===== src/rtl/rstseq_pkg.sv =====
package rstseq_pkg;

   typedef enum logic [1:0] {
      ST_IDLE  = 2'd0,
      ST_DRIVE = 2'd1,
      ST_WAIT  = 2'd2,
      ST_HOLD  = 2'd3
   } seq_state_e;

   localparam logic [1:0] VEC_COMMON = 2'b00;
   localparam logic [1:0] VEC_CLKMON = 2'b01;
   localparam logic [1:0] VEC_WDOG   = 2'b10;

endpackage


===== src/rtl/rstseq_sync.sv =====
module rstseq_sync #(
   parameter int STAGES = 2
) (
   input  logic clk,
   input  logic rst_n,
   input  logic d,
   output logic q
);

   generate
      if (STAGES == 0) begin : g_bypass
         assign q = d;
      end else begin : g_chain
         logic [STAGES-1:0] stg;
         always_ff @(posedge clk or negedge rst_n) begin
            if (!rst_n) stg <= '0;
            else        stg <= STAGES'({stg, d});
         end
         assign q = stg[STAGES-1];
      end
   endgenerate

endmodule


===== src/rtl/rstseq_timer.sv =====
module rstseq_timer #(
   parameter int W = 4
) (
   input  logic         clk,
   input  logic         rst_n,
   input  logic         clr,
   input  logic         en,
   output logic [W-1:0] cnt
);

   always_ff @(posedge clk or negedge rst_n) begin
      if (!rst_n)   cnt <= '0;
      else if (clr) cnt <= '0;
      else if (en)  cnt <= cnt + 1'b1;
   end

endmodule


===== src/rtl/rstseq_classify.sv =====
module rstseq_classify
   import rstseq_pkg::*;
(
   input  logic       osc_fail,
   input  logic       wdog,
   output logic [1:0] vec
);

   always_comb begin
      if (osc_fail)  vec = VEC_CLKMON;
      else if (wdog) vec = VEC_WDOG;
      else           vec = VEC_COMMON;
   end

endmodule


===== src/rtl/rstseq_top.sv =====
module rstseq_top
   import rstseq_pkg::*;
#(
   parameter int DRIVE_CYC   = 512,
   parameter int SETTLE_CYC  = 256,
   parameter int SYNC_STAGES = 2
) (
   input  logic       clk,
   input  logic       rst_n,
   input  logic       seq_req,
   input  logic       pad_level,
   input  logic       osc_fail_pend,
   input  logic       wdog_pend,
   output logic       pad_pull_low,
   output logic       sys_rst,
   output logic [1:0] vec_sel
);

   localparam int MAX_CYC = (DRIVE_CYC > SETTLE_CYC) ? DRIVE_CYC : SETTLE_CYC;
   localparam int CNT_W   = $clog2(MAX_CYC + 1);
   localparam logic [CNT_W-1:0] DRIVE_LAST  = CNT_W'(DRIVE_CYC - 1);
   localparam logic [CNT_W-1:0] SETTLE_LAST = CNT_W'(SETTLE_CYC - 1);

   generate
      if (DRIVE_CYC < 2) begin : g_bad_drive
         $error("DRIVE_CYC must be at least 2");
      end
      if (SETTLE_CYC <= SYNC_STAGES) begin : g_bad_settle
         $error("SETTLE_CYC must exceed SYNC_STAGES");
      end
      if (SYNC_STAGES < 0) begin : g_bad_sync
         $error("SYNC_STAGES must not be negative");
      end
   endgenerate

   seq_state_e       state_q, state_d;
   logic [CNT_W-1:0] cnt;
   logic             cnt_clr, cnt_en, smp;
   logic             pad_sync;
   logic [1:0]       cls_vec;
   logic [1:0]       vec_q;

   rstseq_sync #(.STAGES(SYNC_STAGES)) u_sync (
      .clk   (clk),
      .rst_n (rst_n),
      .d     (pad_level),
      .q     (pad_sync)
   );

   rstseq_timer #(.W(CNT_W)) u_timer (
      .clk   (clk),
      .rst_n (rst_n),
      .clr   (cnt_clr),
      .en    (cnt_en),
      .cnt   (cnt)
   );

   rstseq_classify u_cls (
      .osc_fail (osc_fail_pend),
      .wdog     (wdog_pend),
      .vec      (cls_vec)
   );

   assign cnt_en = (state_q == ST_DRIVE) || (state_q == ST_WAIT);

   always_comb begin
      state_d = state_q;
      cnt_clr = 1'b0;
      smp     = 1'b0;
      case (state_q)
         ST_DRIVE: if (cnt == DRIVE_LAST) begin
            state_d = ST_WAIT;
            cnt_clr = 1'b1;
         end
         ST_WAIT: if (cnt == SETTLE_LAST) begin
            smp     = 1'b1;
            state_d = pad_sync ? ST_IDLE : ST_HOLD;
         end
         ST_HOLD: if (pad_sync) state_d = ST_IDLE;
         default: ;
      endcase
      if (seq_req) begin
         state_d = ST_DRIVE;
         cnt_clr = 1'b1;
         smp     = 1'b0;
      end
   end

   always_ff @(posedge clk or negedge rst_n) begin
      if (!rst_n) state_q <= ST_DRIVE;
      else        state_q <= state_d;
   end

   always_ff @(posedge clk or negedge rst_n) begin
      if (!rst_n)   vec_q <= VEC_COMMON;
      else if (smp) vec_q <= pad_sync ? cls_vec : VEC_COMMON;
   end

   assign pad_pull_low = (state_q == ST_DRIVE);
   assign sys_rst      = (state_q != ST_IDLE);
   assign vec_sel      = vec_q;


   pull_within_rst_chk: assert property (@(posedge clk) disable iff (!rst_n)
      pad_pull_low |-> sys_rst);


   drive_bound_chk: assert property (@(posedge clk) disable iff (!rst_n)
      (state_q == ST_DRIVE) |-> (cnt <= DRIVE_LAST));


   release_high_chk: assert property (@(posedge clk) disable iff (!rst_n)
      $fell(sys_rst) |-> $past(pad_sync));


   low_common_chk: assert property (@(posedge clk) disable iff (!rst_n)
      (smp && !pad_sync) |=> (vec_sel == VEC_COMMON) && sys_rst);


   clkmon_prio_chk: assert property (@(posedge clk) disable iff (!rst_n)
      (smp && pad_sync && osc_fail_pend) |=> (vec_sel == VEC_CLKMON));


   vec_hold_chk: assert property (@(posedge clk) disable iff (!rst_n)
      (!sys_rst && $past(!sys_rst)) |-> $stable(vec_sel));


   vec_legal_chk: assert property (@(posedge clk) disable iff (!rst_n)
      vec_sel != 2'b11);


   restart_chk: assert property (@(posedge clk) disable iff (!rst_n)
      seq_req |=> (pad_pull_low && cnt == '0));

endmodule


===== config.mk =====
export PLATFORM = sky130hd
export DESIGN_NAME = rstseq_top
export DESIGN_NICKNAME = d
export VERILOG_FILES = /design/src/rtl/rstseq_pkg.sv /design/src/rtl/rstseq_sync.sv /design/src/rtl/rstseq_timer.sv /design/src/rtl/rstseq_classify.sv /design/src/rtl/rstseq_top.sv
export SDC_FILE = /design/constraint.sdc
export NUM_CORES = 1
export LEC_CHECK = 0
export ABC_AREA = 1
export CAP_MARGIN = 5
export CORE_UTILIZATION = 45
export DETAILED_ROUTE_END_ITERATION = 10
export HOLD_SLACK_MARGIN = 0.1
export PLACE_DENSITY = 0.66
export SYNTH_ARGS = -nofsm -noshare
export SYNTH_HDL_FRONTEND = slang
export SYNTH_SLANG_ARGS = --single-unit

===== constraint.sdc =====
create_clock -name clk -period 2.1 [get_ports clk]
set_input_delay 0.525 -clock clk [delete_from_list [all_inputs] [get_ports clk]]
set_output_delay 0.525 -clock clk [all_outputs]
set_load 0.02 [all_outputs]

# ---- After elaboration in Yosys (flattened, before gate mapping)
# Index checks and enable logic that the tools add are counted.
dict set report word_totals {
  out_inout_bits 4
  in_bits 6
  word_cells 35
  register_bits 16
}
dict set report classes {
  n_eq_ne 8
  addsub 1
  reduce_logical 5
  mux 17
}
# op n
set op_table {}
lappend op_table {{$mux 10} 2}
lappend op_table {{$mux 2} 8}
lappend op_table {{$add 10x1->10 const B} 1}
lappend op_table {{$eq 10x8->1 const B} 1}
lappend op_table {{$eq 10x9->1 const B} 1}
lappend op_table {{$ne 3x2->1 const B} 3}
lappend op_table {{$mux 1} 6}
lappend op_table {{$pmux 2 s3} 1}
lappend op_table {{$eq 2x2->1 const B} 2}
lappend op_table {{$reduce_and 4->1} 1}
lappend op_table {{$reduce_bool 2->1} 2}
lappend op_table {{$reduce_bool 4->1} 1}
lappend op_table {{$eq 2x1->1 const B} 1}
lappend op_table {{$logic_or 1x1->1} 1}

# ---- Logic depth before layout (Yosys ltp)
dict set report depth {
  ltp_word 5
  depth_mapped 10
  ltp_nobuf 10
}

# ---- By module
# A second synthesis with hierarchy kept.
dict set report unflattened {
  cells_unflattened 137
  area_unflattened_um2 1011.0
}
# mod n_inst cells_each seq_area_each_um2 area_per_inst_um2
set modules_own_cells {}
lappend modules_own_cells {rstseq_timer 1 73 250.2 545.5}
lappend modules_own_cells {rstseq_top 1 59 101.3 397.9}
lappend modules_own_cells {rstseq_sync 1 2 50.0 50.0}
lappend modules_own_cells {rstseq_classify 1 3 0.0 17.5}

# ---- Worst setup path before layout
# No wires, ideal clock.
dict set report synth_timing {
  kind {flip-flop to flip-flop}
  startpoint {register state_q[0]}
  endpoint {register u_timer.cnt[9]}
  arrival_time_ns 1.515
  required_time_ns 1.982
  path_slack_ns 0.467
  stages_incl_launch_ff 10
  path_cell_list {dfstp_2 > inv_1 > ha_1 > nand2_1 > nor2_2 > nand2_2 > nor2_4 > nand2_2 > nor2_1 > nor2_2}
}
dict set report synth_between {
  elab_chain_len 4
  word_cells_on_any_way 7
  classes_between {eq/ne: 2; mux: 3; reduce/logical: 2}
}
# item line
set synth_lines {}
lappend synth_lines {{from (decl)} rstseq_top.sv:36} ;# seq_state_e state_q, state_d;
lappend synth_lines {{from (signal assigned)} rstseq_top.sv:91} ;# else state_q <= state_d;
lappend synth_lines {{$eq 2x1->1} {rstseq_top.sv:64, rstseq_top.sv:70}}
lappend synth_lines {{$mux 1} rstseq_top.sv:70} ;# case (state_q)
lappend synth_lines {{$mux 1} rstseq_top.sv:82} ;# if (seq_req) begin
lappend synth_lines {{$mux 10 or $reduce_bool 2->1 (tied branches)} -}
lappend synth_lines {{to (signal assigned)} rstseq_timer.sv:14} ;# else if (en) cnt <= cnt + 1'b1;
lappend synth_lines {{to (decl)} rstseq_timer.sv:8} ;# output logic [W-1:0] cnt
# Several ways; a longest one is shown, not always the timed one.
# A chain may end at the register's enable or synchronous reset.

# ---- Worst setup path after layout
dict set report layout_timing {
  startpoint {register state_q[0]}
  endpoint {output port sys_rst}
}
dict set report layout_between {
  elab_chain_len 1
}
# item line
set layout_lines {}
lappend layout_lines {{$reduce_bool 2->1} rstseq_top.sv:100} ;# assign sys_rst = (state_q != ST_IDLE);
lappend layout_lines {{to (decl)} rstseq_top.sv:15} ;# output logic sys_rst,
# Every way passes these cells.

==> implementation parameters <==
Parameter                              Value

Detailed routing
  Residual antenna-violating net count after detailed routing    0
  Via-to-Cell Ratio    4.62
  DRC violation total after the first TritonRoute iteration    12
  DRC violation count after routing    0
  First-pass detailed-route iteration total    4
  Average wire per cell in the routed design    ~11 um
  Via count    roughly 690
  Total wire length after detailed routing    between 1500 and 2000 um

GRT
  Vias in the first global route    around 660
  Pin count of the biggest net entering global routing    17
  Global-route congestion overflow total    0
  Global router's overall resource usage    0.180
  Global-route wire length before repair    2680 um
  Initial antenna violation count    0

Setup path
  Critical Path RT    between 1.5 and 2 ns
  Nature of the critical path endpoint    output pin
  Arrival time worst endpoint    roughly 1.5 ns
  Kind of start point of the critical path    register
  Type of the worst setup path    reg -> out
  Maximum fanout along the worst path    4

Placed design
  Placed cells    145
  Placer's final routability congestion estimate    about 0.76
  Quantity of I/O buffers inserted on ports    9
  Hpwl dp    around 1300 um

Timing
  Tcrit/Tclk final    0.948
  Final Hold Fails    0
  Pins over their slew limit    0
  Actual transition at the worst max-transition pin    0.229 ns
  Worst hold slack    between 0.3 and 0.4 ns
  Min cycle time layout    between 1.5 and 2 ns
  Count of endpoints failing setup in the final report    0
  Clock skew    between 0.005 and 0.006 ns
  Setup total negative slack    0 ns
  Worst slew slack as a fraction of its limit    0.847
  Setup repair after global routing missed its margin    no
  Maximum clock frequency    between 0.5 and 0.6 GHz

Power and ir drop
  Internal power contribution    585 uW
  Switching pwr    333 uW
  Pleak    approximately 0.00049 uW
  Total power consumption of the routed design    918 uW
  Net switching share of the total power    0.363
  Clock network fraction of design power    0.222
  Worst IR Drop VDD    487 uV
  Relative contribution of sequential cells to total power    0.428
  Combinational group share of total power    0.350
  Total power per unit cell area    ~860 nW/um^2

Synthesis
  Most common cell in the synthesized netlist    sky130_fd_sc_hd__nand2_1
  Adder-cell share of the synthesized area    0.0689
  Cell type with the largest total area after synthesis    sky130_fd_sc_hd__dfrtp_1
  Post-Syn Area per Cell    8.26 um^2
  Multiplexer fraction of the synthesized cell area    0
  Synthesized area    908 um^2
  Top cells by instance count after synthesis    26 x sky130_fd_sc_hd__nand2_1, 15 x sky130_fd_sc_hd__dfrtp_1, 15 x sky130_fd_sc_hd__inv_1
  Number of unique standard cell types used by synthesis    24
  Async set-reset flop share out of synthesis    1.00
  Number of instances in the synthesized netlist    110
  Post-synthesis compound-gate area fraction    0.0523
  Dominant register cell in the synthesized netlist    sky130_fd_sc_hd__dfrtp_1
  Register area share after synthesis    0.442
  Synthesized-area fraction occupied by xor and xnor cells    0.0289
  Warnings, synthesis    0
  Number of synthesized flops with an enable pin    0
  Largest family of logic cells by synthesized area    simple AND/OR/NAND/NOR gates
  Share of Yosys cell area claimed by the top area cell type    0.413
  Synthesized-area fraction occupied by and/or/nand/nor cells    0.346
  Number of register bits inferred by synthesis    16
  Synthesized netlist net count    ~120
  Synth area leaders    sky130_fd_sc_hd__dfrtp_1 41%, sky130_fd_sc_hd__nand2_1 11%, sky130_fd_sc_hd__ha_1 6.9%

Run status
  Status    completed

Min path
  Hold crit path type    reg -> reg

Cells and area
  Final std cells w/o fill    roughly 150
  Count of nets after finishing    136
  Growth of design area from synthesis to finish    17.9%
  Layout cells sized above 1    0.161
  # diodes    0

Floorplan
  Floorplan die width    around 47 um
  Overall die area    between 2000 and 2500 um^2
  I/O pin cnt    10
  Number of standard-cell rows in the floorplan    15
  Die height    between 40 and 50 um
  Initial Util    0.504
  Standard cell core area    between 1500 and 2000 um^2

Clocking
  Buffers inserted during post-CTS setup optimization    0
  Post-CTS clock slew at the launch and capture registers of the worst setup and hold paths    ~0.1 ns
  Cts bufs inserted    3
  Worst skew pair latency    around 0.29 ns
  H-tree lvl count    1
  Number of buffers on the longest clock path    2
  Clock root buffer master    sky130_fd_sc_hd__clkbuf_4
  Clock Sinks    16
  CTS tree    done

Job
  Count of max-cap constraint violations    0
what timing repair did:
| action | CTS | global route |
|---|---|---|
| resized for setup | 2 | 0 |
| hold buffers | 0 | 0 |
| setup endpoints to repair | 2 | 0 |
state kept, by name, indices dropped and copies added, names as in the netlist:
signal / cells
u_sync.g_chain.stg: 2
state_q: 2
u_timer.cnt: 10
vec_sel: 2
placed cells by master (no fill, tap or decap):
cell                               n
sky130_fd_sc_hd__clkbuf_4          3
sky130_fd_sc_hd__nand2_2           3
sky130_fd_sc_hd__nand3_1           3
sky130_fd_sc_hd__dfstp_2           1
sky130_fd_sc_hd__clkbuf_8          1
sky130_fd_sc_hd__a31oi_1           1
sky130_fd_sc_hd__a21oi_1           3
sky130_fd_sc_hd__xor2_1            1
sky130_fd_sc_hd__nor2_2            4
sky130_fd_sc_hd__nor3_1            2
sky130_fd_sc_hd__dfrtp_1          15
sky130_fd_sc_hd__xnor2_1           2
sky130_fd_sc_hd__buf_4             1
sky130_fd_sc_hd__nor2_4            2
sky130_fd_sc_hd__dlygate4sd2_1     2
sky130_fd_sc_hd__nand2_1          26
sky130_fd_sc_hd__nor3b_1           2
sky130_fd_sc_hd__or2_2             1
sky130_fd_sc_hd__nor2_1           14
sky130_fd_sc_hd__nand3b_1          1
sky130_fd_sc_hd__inv_1            15
sky130_fd_sc_hd__o21ai_0           2
sky130_fd_sc_hd__a21oi_2           1
sky130_fd_sc_hd__nand4_1           2
sky130_fd_sc_hd__o21a_1            1
sky130_fd_sc_hd__clkdlybuf4s50_1   7
sky130_fd_sc_hd__nand3_2           2
sky130_fd_sc_hd__ha_1              5
sky130_fd_sc_hd__nand2_4           1
metrics by stage:
step,instance area (um^2),utilization,setup WS [ns]
2_1_floorplan,908,-,0.467
4_1_cts,1070,0.594,0.0880
3_5_place_dp,1040,0.576,0.151
3_3_place_gp,1040,0.576,0.181
6_report,1070,0.594,0.109
5_1_grt,1070,0.594,0.0476
worst max-delay path, cell delays in order, from the launching register on:
cell,delay (ns)
sky130_fd_sc_hd__dfstp_2,0.57
sky130_fd_sc_hd__inv_1,0.06
sky130_fd_sc_hd__ha_1,0.19
sky130_fd_sc_hd__inv_1,0.05
sky130_fd_sc_hd__dlygate4sd2_1,0.32
routing by layer:
metal  track usage  share of wire
met1         0.217           0.47
met3        0.0577          0.032
met2         0.308           0.49
met5             0              0
met4        0.0514         0.0074
final timing paths:
| kind | start | endpoint | cells past startpoint | slack [ns] |
|---|---|---|---|---|
| hold / removal | u_sync.g_chain.stg[0] | u_sync.g_chain.stg[1] | 0 | 0.35 |
| setup / recovery | state_q[0] | sys_rst | 4 | 0.11 |
| min in group asynchronous | rst_n | u_sync.g_chain.stg[1] | 2 | 0.54 |
| setup reg to reg | state_q[0] | u_timer.cnt[9] | 9 | 0.31 |
| hold reg to reg | u_sync.g_chain.stg[0] | u_sync.g_chain.stg[1] | 0 | 0.35 |
| max in group asynchronous | rst_n | state_q[0] | 2 | 1.32 |
power by group through the flow:
stage	combinational, uW	clock (uW)	sequential, uW
after CTS	328	216	393
after floorplan	240	0	391
after global routing	364	224	399
after detailed placement	343	0	398
final	321	204	393
after global placement	329	0	397
cell type report:
cell class / count / area (um^2)
Fill cell: 166 / 731
Multi-Input combinational cell: 79 / 450
Sequential cell: 16 / 402
Timing Repair Buffer: 10 / 95.1
Inverter: 15 / 56.3
Clock buffer: 4 / 36.3
Tap cell: 25 / 31.3
logic make-up after synthesis:
logic type	after synthesis
AND/OR/NAND/NOR	63
adder cells (fa/ha/maj)	5
XOR/XNOR	3
buffers and inverters	15
flip-flops	16
AO/OA/AOI/OAI	8
Power figures use the tool's default switching activity.
